## config.mk

```make
export PLATFORM = sky130hd
export DESIGN_NAME = nacc_cell
export DESIGN_NICKNAME = d
export VERILOG_FILES = /design/src/rtl/nacc_pkg.sv /design/src/rtl/nacc_table.sv /design/src/rtl/nacc_mac.sv /design/src/rtl/nacc_ctrl.sv /design/src/rtl/nacc_cell.sv
export SDC_FILE = /design/constraint.sdc
export NUM_CORES = 1
export LEC_CHECK = 0
export BUFFER_PORTS_ARGS = -buffer_cell sky130_fd_sc_hd__buf_2
export CAP_MARGIN = 20
export CORE_ASPECT_RATIO = 0.5
export CORE_UTILIZATION = 57
export DETAILED_ROUTE_END_ITERATION = 12
export PLACE_DENSITY = 0.78
export SLEW_MARGIN = 20
export SYNTH_ARGS = -nofsm -noshare
export SYNTH_HDL_FRONTEND = slang
export SYNTH_HIERARCHICAL = 1
export SYNTH_SLANG_ARGS = --single-unit
```

## constraint.sdc

```tcl
create_clock -name clk -period 6.8 [get_ports clk]
set_input_delay 1.02 -clock clk [delete_from_list [all_inputs] [get_ports clk]]
set_output_delay 1.02 -clock clk [all_outputs]
set_load 0.01 [all_outputs]
```

## src/rtl/nacc_pkg.sv

```systemverilog
package nacc_pkg;

    typedef enum logic {
        P_QUIET  = 1'b0,
        P_ACTIVE = 1'b1
    } period_state_t;

    typedef enum logic {
        B_EMPTY = 1'b0,
        B_READY = 1'b1
    } buf_state_t;

endpackage

```

## src/rtl/nacc_table.sv

```systemverilog
module nacc_table #(
    parameter int unsigned ENTRIES = 8,
    parameter int unsigned ADDR_W  = 8,
    parameter int unsigned WGT_W   = 8,
    localparam int unsigned IDX_W  = (ENTRIES > 1) ? $clog2(ENTRIES) : 1
) (
    input  logic                    clk,
    input  logic                    rst_n,
    input  logic                    wr_en,
    input  logic [IDX_W-1:0]        wr_idx,
    input  logic [ADDR_W-1:0]       wr_addr,
    input  logic signed [WGT_W-1:0] wr_wgt,
    input  logic                    wr_vld,
    input  logic                    look_en,
    input  logic [ADDR_W-1:0]       look_addr,
    output logic                    hit,
    output logic signed [WGT_W-1:0] hit_wgt
);

    logic [ENTRIES-1:0]            row_vld;
    logic [ENTRIES-1:0][ADDR_W-1:0] row_addr;
    logic [ENTRIES-1:0][WGT_W-1:0]  row_wgt;
    logic [ENTRIES-1:0]            match;

    genvar g;
    generate
        for (g = 0; g < ENTRIES; g++) begin : g_row
            always_ff @(posedge clk or negedge rst_n) begin
                if (!rst_n) begin
                    row_vld[g]  <= 1'b0;
                    row_addr[g] <= '0;
                    row_wgt[g]  <= '0;
                end else if (wr_en && (wr_idx == IDX_W'(g))) begin
                    row_vld[g]  <= wr_vld;
                    row_addr[g] <= wr_addr;
                    row_wgt[g]  <= wr_wgt;
                end
            end

            assign match[g] = look_en && row_vld[g] && (row_addr[g] == look_addr);
        end
    endgenerate

    // lowest-numbered matching row wins
    always_comb begin
        hit     = 1'b0;
        hit_wgt = '0;
        for (int i = ENTRIES - 1; i >= 0; i--) begin
            if (match[i]) begin
                hit     = 1'b1;
                hit_wgt = row_wgt[i];
            end
        end
    end

endmodule

```

## src/rtl/nacc_mac.sv

```systemverilog
module nacc_mac #(
    parameter int unsigned WGT_W = 8,
    parameter int unsigned VAL_W = 8,
    parameter int unsigned ACC_W = 20,
    localparam int unsigned PRD_W = WGT_W + VAL_W
) (
    input  logic                    clk,
    input  logic                    rst_n,
    input  logic                    hit,
    input  logic signed [WGT_W-1:0] wgt,
    input  logic signed [VAL_W-1:0] val,
    input  logic                    clear,
    output logic signed [ACC_W-1:0] acc,
    output logic signed [ACC_W-1:0] acc_next
);

    localparam logic signed [ACC_W-1:0] ACC_MAX = {1'b0, {(ACC_W-1){1'b1}}};
    localparam logic signed [ACC_W-1:0] ACC_MIN = {1'b1, {(ACC_W-1){1'b0}}};

    logic signed [PRD_W-1:0] prod;
    logic signed [ACC_W:0]   wide;
    logic signed [ACC_W-1:0] sat_sum;

    always_comb begin
        prod = wgt * val;
        wide = $signed({acc[ACC_W-1], acc}) + (ACC_W+1)'(prod);
        if (wide[ACC_W] != wide[ACC_W-1]) begin
            sat_sum = wide[ACC_W] ? ACC_MIN : ACC_MAX;
        end else begin
            sat_sum = wide[ACC_W-1:0];
        end
        acc_next = hit ? sat_sum : acc;
    end

    always_ff @(posedge clk or negedge rst_n) begin
        if (!rst_n) begin
            acc <= '0;
        end else if (clear) begin
            acc <= '0;
        end else begin
            acc <= acc_next;
        end
    end

endmodule

```

## src/rtl/nacc_ctrl.sv

```systemverilog
module nacc_ctrl
    import nacc_pkg::*;
#(
    parameter int unsigned ACC_W = 20
) (
    input  logic                    clk,
    input  logic                    rst_n,
    input  logic                    hit,
    input  logic                    sync,
    input  logic                    take,
    input  logic signed [ACC_W-1:0] sum_in,
    output logic                    out_valid,
    output logic [ACC_W-1:0]        out_sum
);

    period_state_t per_q, per_d;
    buf_state_t    buf_q, buf_d;
    logic [ACC_W-1:0] sum_q, sum_d;

    always_ff @(posedge clk or negedge rst_n) begin
        if (!rst_n) begin
            per_q <= P_QUIET;
            buf_q <= B_EMPTY;
            sum_q <= '0;
        end else begin
            per_q <= per_d;
            buf_q <= buf_d;
            sum_q <= sum_d;
        end
    end

    always_comb begin
        per_d = per_q;
        buf_d = buf_q;
        sum_d = sum_q;
        unique case (per_q)
            P_QUIET:  if (!sync && hit) per_d = P_ACTIVE;
            P_ACTIVE: if (sync)         per_d = P_QUIET;
            default:  per_d = P_QUIET;
        endcase
        if (sync) begin
            sum_d = sum_in;
            buf_d = (hit || (per_q == P_ACTIVE)) ? B_READY : B_EMPTY;
        end else begin
            unique case (buf_q)
                B_EMPTY: buf_d = B_EMPTY;
                B_READY: if (take) buf_d = B_EMPTY;
                default: buf_d = B_EMPTY;
            endcase
        end
    end

    assign out_valid = (buf_q == B_READY);
    assign out_sum   = sum_q;

endmodule

```

## src/rtl/nacc_cell.sv

```systemverilog
module nacc_cell #(
    parameter int unsigned ENTRIES = 8,
    parameter int unsigned ADDR_W  = 8,
    parameter int unsigned VAL_W   = 8,
    parameter int unsigned WGT_W   = 8,
    parameter int unsigned ACC_W   = 20,
    localparam int unsigned IDX_W  = (ENTRIES > 1) ? $clog2(ENTRIES) : 1,
    localparam int unsigned BC_W   = ADDR_W + VAL_W
) (
    input  logic              clk,
    input  logic              rst_n,
    input  logic              tbl_we,
    input  logic [IDX_W-1:0]  tbl_idx,
    input  logic [ADDR_W-1:0] tbl_addr,
    input  logic [WGT_W-1:0]  tbl_wgt,
    input  logic              tbl_vld,
    input  logic              bc_valid,
    input  logic [BC_W-1:0]   bc_data,
    input  logic              sync_pulse,
    input  logic              out_take,
    output logic              out_valid,
    output logic [ACC_W-1:0]  out_sum
);

    logic                    hit;
    logic signed [WGT_W-1:0] hit_wgt;
    logic [ADDR_W-1:0]       src_idx;
    logic signed [VAL_W-1:0] src_val;
    logic signed [ACC_W-1:0] acc_q;
    logic signed [ACC_W-1:0] acc_next;

    assign src_idx = bc_data[BC_W-1:VAL_W];
    assign src_val = $signed(bc_data[VAL_W-1:0]);

    nacc_table #(
        .ENTRIES(ENTRIES),
        .ADDR_W (ADDR_W),
        .WGT_W  (WGT_W)
    ) u_table (
        .clk      (clk),
        .rst_n    (rst_n),
        .wr_en    (tbl_we),
        .wr_idx   (tbl_idx),
        .wr_addr  (tbl_addr),
        .wr_wgt   ($signed(tbl_wgt)),
        .wr_vld   (tbl_vld),
        .look_en  (bc_valid),
        .look_addr(src_idx),
        .hit      (hit),
        .hit_wgt  (hit_wgt)
    );

    nacc_mac #(
        .WGT_W(WGT_W),
        .VAL_W(VAL_W),
        .ACC_W(ACC_W)
    ) u_mac (
        .clk     (clk),
        .rst_n   (rst_n),
        .hit     (hit),
        .wgt     (hit_wgt),
        .val     (src_val),
        .clear   (sync_pulse),
        .acc     (acc_q),
        .acc_next(acc_next)
    );

    nacc_ctrl #(
        .ACC_W(ACC_W)
    ) u_ctrl (
        .clk      (clk),
        .rst_n    (rst_n),
        .hit      (hit),
        .sync     (sync_pulse),
        .take     (out_take),
        .sum_in   (acc_next),
        .out_valid(out_valid),
        .out_sum  (out_sum)
    );

endmodule

```

Word level (Yosys, flattened, before mapping). Index checks and enable logic that the tools add are counted.

Input port bits: 42. Register bits after elaboration: 178. Output and inout port bits: 21. Word-level logic and storage cells: 103.

Add/sub/neg operators: 1. $mul: 1. Bitwise gates (word level): 2. Reductions and logical operators: 28. Equal/unequal tests: 16. Multiplexer cells: 27.

Operators by type and width (number): 20-bit two-way mux (4); 8-bit equality test (8); 8-bit two-way mux (8); 1-bit logical AND (25); 20-bit by 16-bit adder with 21-bit output (1); 8-bit by 8-bit multiplier with 16-bit output (1); 1-bit two-way mux (13); 3-bit equality test, second input constant (4); 3-bit by 2-bit equality test with 1-bit output, second input constant (2); 1-bit case mux with 2 select lines (2); 3-bit by 1-bit equality test with 1-bit output, second input constant (1); 3-bit logical NOT (1); 1-bit NOT (2); 1-bit logical NOT (1); 1-bit logical OR (1); 1-bit inequality test (1).

Logic depth before layout (Yosys ltp).
Depth after elaboration: 16. Depth in mapped cells: 30. Gate-level depth less buffers: 27.

Modules after synthesis. The synthesis kept the hierarchy.

Modules (own cells, without submodules): nacc_table (cells an instance 530, times used 1, sequential area each 3403.3 µm², area each 6755.2 µm²); nacc_mac (cells an instance 522, times used 1, sequential area each 500.5 µm², area each 5098.6 µm²); nacc_ctrl (cells an instance 49, times used 1, sequential area each 550.5 µm², area each 822.0 µm²).

Worst setup path after synthesis. No wires, ideal clock.

Kind: input to register. Start point: in bc_data[11]. End point: reg u_ctrl.sum_q[18] (netlist: u_ctrl/out_sum[18]). Library setup time: 0.125 ns. Arrival time: 7.875 ns. Setup slack: -1.200 ns. Path buffers: 3. Data required time: 6.675 ns. Stages on the path: 27. Cells stage by stage: buf_4 xor2_1 nor4_4 and3_1 buf_4 nor3_1 o211ai_1 o2111ai_1 o21ai_1 and2_1 inv_1 fa_1 inv_1 fa_1 fa_1 fa_1 fa_1 ha_1 o211ai_1 a21oi_1 o21ai_1 o21ai_2 xor2_4 buf_6 maj3_2 a21oi_1 mux2_2.

Longest elaborated chain between the ends: 15. Elaborated cells between the ends (all ways): 38. Classes of those cells: add/sub (1); mul (1); eq/ne (9); mux (19); reduce/logical (8).

Ends and longest elaborated chain: start: declaration (RTL line nacc_cell.sv:18) `input logic [BC_W-1:0] bc_data,`; 8-bit equality test (RTL line nacc_table.sv:40) `assign match[g] = look_en && row_vld[g] && (row_addr[g] == look_addr);`; 1-bit logical AND (RTL line nacc_table.sv:40); 8-bit two-way mux (7 in a row) (RTL line nacc_table.sv:49) `if (match[i]) begin`; 8-bit two-way mux (*) (RTL line nacc_table.sv:49); named net hit_wgt[7] (RTL line nacc_cell.sv:26) `logic signed [WGT_W-1:0] hit_wgt;`; 8-bit by 8-bit multiplier with 16-bit output (*) (RTL line nacc_mac.sv:25) `prod = wgt * val;`; 20-bit by 16-bit adder with 21-bit output (*) (RTL line nacc_mac.sv:26) `wide = $signed({acc[ACC_W-1], acc}) + (ACC_W+1)'(prod);`; 20-bit two-way mux / 1-bit inequality test (equally long branches) (RTL line nacc_mac.sv:28, nacc_mac.sv:27); 20-bit two-way mux (*) (RTL line nacc_mac.sv:27) `if (wide[ACC_W] != wide[ACC_W-1]) begin`; 20-bit two-way mux (*) (RTL line nacc_mac.sv:32) `acc_next = hit ? sat_sum : acc;`; named net acc_next[18] (RTL line nacc_cell.sv:30) `logic signed [ACC_W-1:0] acc_next;`; end signal: assignment (RTL line nacc_ctrl.sv:28) `sum_q <= sum_d;`; end: declaration (RTL line nacc_ctrl.sv:18) `logic [ACC_W-1:0] sum_q, sum_d;`.

Mark *: on every way through the listed nets, which the timed path passes. The rest lies on a longest branch. A chain may end at the register's enable or synchronous reset.

Final worst setup path.
Start point: in bc_data[10]. End point: reg u_ctrl.sum_q[14] (netlist: u_ctrl/out_sum[14]).

Same word-level chain as after synthesis.

==> impl_metrics.ini <==
[yosys]
synthCells = 1101
synthTopCellsByArea = dfrtp_1, fa_1, mux2_2
synth_edf_count = 0
async_flop_share = 1.00
synth_seq_area_share = 0.351
netlist_area_um2 = 12700
synthFlopType = dfrtp_1
yosys.area.top_type_share = 0.351
synth_fp_nets = 1283
synth-seq-cells = 178
yosys_warnings = 6
ys_types = 78
syn_area_per_cell_um2 = 11.5
synth_area_leader_cell = dfrtp_1

[timing]
rsz0062_at_grt = true
fin_skew_ns = 0.0204
slew_viol_final = 0
fin_hold_ws_ns = 0.500
slew_headroom = 0.272
worstMarginPinSlew_ns = 1.09
finalHoldViolCount = 0
finalCriticalPeriod_ns = 7.27
final-setup-viol-count = 40
period_share = 1.07
fmax_mhz = 138
setup_ws_ns = -0.467

[worst_hold_path]
holdCritPathClass = flip-flop to flip-flop

[drt]
ant_nets = 0
firstDrtPassIters = 5
drt_iter0_drc = 557
avgViaCountPerCell = 5.83
drc = 0
dr_total_vias = 9486
avgRoutedWirePerCell_um = 20.5
drt_wl_total_um = 33400

[clock_network]
clk_latency_ns = 0.46
clkSlewWorstSetupHoldPaths_ns = 0.07
cts_max_path_buffers = 2
root_buffer = clkbuf_16
numCtsBuffers = 17
cts_max_level = 4
clock_sinks = 178
cts_tree = built
cts.hold.buffers_added = 0

[power_and_ir_drop]
p_per_area_nw_per_um2 = 217
power_leakage_nw = 7.51
vdd_drop_max_mv = 0.237

[grt]
antenna_found_initial = 0
grt_max_degree = 99
grt_pass1_wl_um = 52900
grt.total_usage = 0.305
grt_overflow = 0
grt_pass1_vias = 10400

[final_layout]
final_util = 0.744
antenna_cells = 0
drive_gt1_frac = 0.462
fin_nets = 1497
final_common_cell = dfrtp_1
final_cell_mix = dfrtp_1, mux2_2, buf_4
area_growth_pct = 27.5

[run_status]
outcome = complete, but fails checks
violations = negative setup slack

[setup_path]
slowest_stage = fa_1
critical_path_class = input port to flip-flop
worst_path_most_repeated_cell = fa_1
cp_max_fo = 7
ff2ff_setup_slack_ns = -0.20
critPathCaptureType = flip-flop
critPathLaunchType = input port
arrival_ns = 7.66
required_ns = 7.20
crit_path_max_incr_delay_ns = 0.54

[floorplan]
dieArea_um2 = 22900
die-height_um = 107
start_util = 0.583
die_x_um = 213
pin_count = 63
coreArea_um2 = 21700
floorplan.rows = 38

[place]
gp_congestion = 0.897
io_buffer_count = 62
dp_hpwl_um = 22800

[job]
maxCapViolCount = 0
-- cell type report --
type | count | area, um2
clock buffers | 17 | 425
clock inverters | 15 | 213
fillers | 1354 | 5560
inverters | 105 | 394
multi-input cells | 778 | 8460
flip-flops and latches | 178 | 4450
well taps | 300 | 375
repair buffers | 235 | 1840
-- flip-flops by register name, summed over array words and instances, names as in the netlist --
name / count
u_ctrl/out_sum: 20
u_ctrl/out_valid: 1
u_table/row_wgt: 64
u_table/row_addr: 64
u_mac/acc: 20
u_ctrl/per_q: 1
u_table/row_vld: 8
-- per-stage QoR --
stage / power, mW / cell area [um2] / setup WS, ns / setup TNS (ns) / cells
6_report: 3.51 / 16200 / -0.467 / -14.76 / 1628
3_3_place_gp: 2.24 / 14500 / -0.884 / -32.31 / 1562
2_1_floorplan: 1.98 / 13000 / -0.531 / -16.90 / 1101
3_5_place_dp: 2.29 / 14500 / -1.08 / -39.38 / 1563
5_1_grt: 3.65 / 16200 / -0.715 / -23.94 / 1628
4_1_cts: 3.42 / 15700 / -0.305 / -8.53 / 1614
-- Yosys cell counts (all sizes together), types with 21 or more instances --
cell type,count
nor2,52
ha,48
fa,92
buf,26
and2,34
inv,104
o21ai,21
a21oi,36
nand3,25
mux2,156
nand2,63
dfrtp,178
xnor2,40
xor2,41
-- path summary, 6_finish.rpt --
kind,from,to,cells after the start
setup / recovery,bc_data[10],u_ctrl/out_sum[14]$_DFFE_PN0P_,30
hold / removal,u_ctrl/per_q$_DFF_PN0_,u_ctrl/per_q$_DFF_PN0_,2
setup reg to reg,u_table/row_addr[28]$_DFFE_PN0P_,u_ctrl/out_sum[14]$_DFFE_PN0P_,28
hold reg to reg,u_ctrl/per_q$_DFF_PN0_,u_ctrl/per_q$_DFF_PN0_,2
max in group asynchronous,rst_n,u_table/row_addr[47]$_DFFE_PN0P_,2
min in group asynchronous,rst_n,u_ctrl/out_sum[18]$_DFFE_PN0P_,1
-- worst max-delay path, delay by kind of cell --
kind	cells	cell delay, ns
adder cells (fa/ha/maj)	7	2.90
buffers and inverters	8	0.86
multiplexers	1	0.16
XOR/XNOR	1	0.26
AND/OR/NAND/NOR	7	1.37
AO/OA/AOI/OAI	6	1.09
-- per-layer routing --
metal | wire length [um] | track usage | part of all wire
met4 | 1080 | 0.129 | 0.032
met2 | 17600 | 0.544 | 0.53
met1 | 13300 | 0.357 | 0.40
met3 | 1470 | 0.0639 | 0.044
met5 | 0 | 0 | 0
-- what timing repair did --
action	in CTS	in global routing
endpoints found under the setup margin	40	40
pin swaps	48	53
gates resized for setup	91	60
cloned	2	1
setup buffers	17	13
-- where the power goes --
group          internal [mW]  switching, mW
Sequential              1.25          0.152
Clock                  0.566          0.489
Combinational          0.552          0.501
-- kinds of logic after synthesis --
kind of cell / Yosys count / share of synthesized area
flops: 178 / 0.351
fa+ha+maj: 158 / 0.209
simple gates: 259 / 0.115
buf+inv: 146 / 0.0528
mux: 158 / 0.140
xor+xnor: 81 / 0.0580
compound gates: 121 / 0.0739
Power figures use the tool's default switching activity.
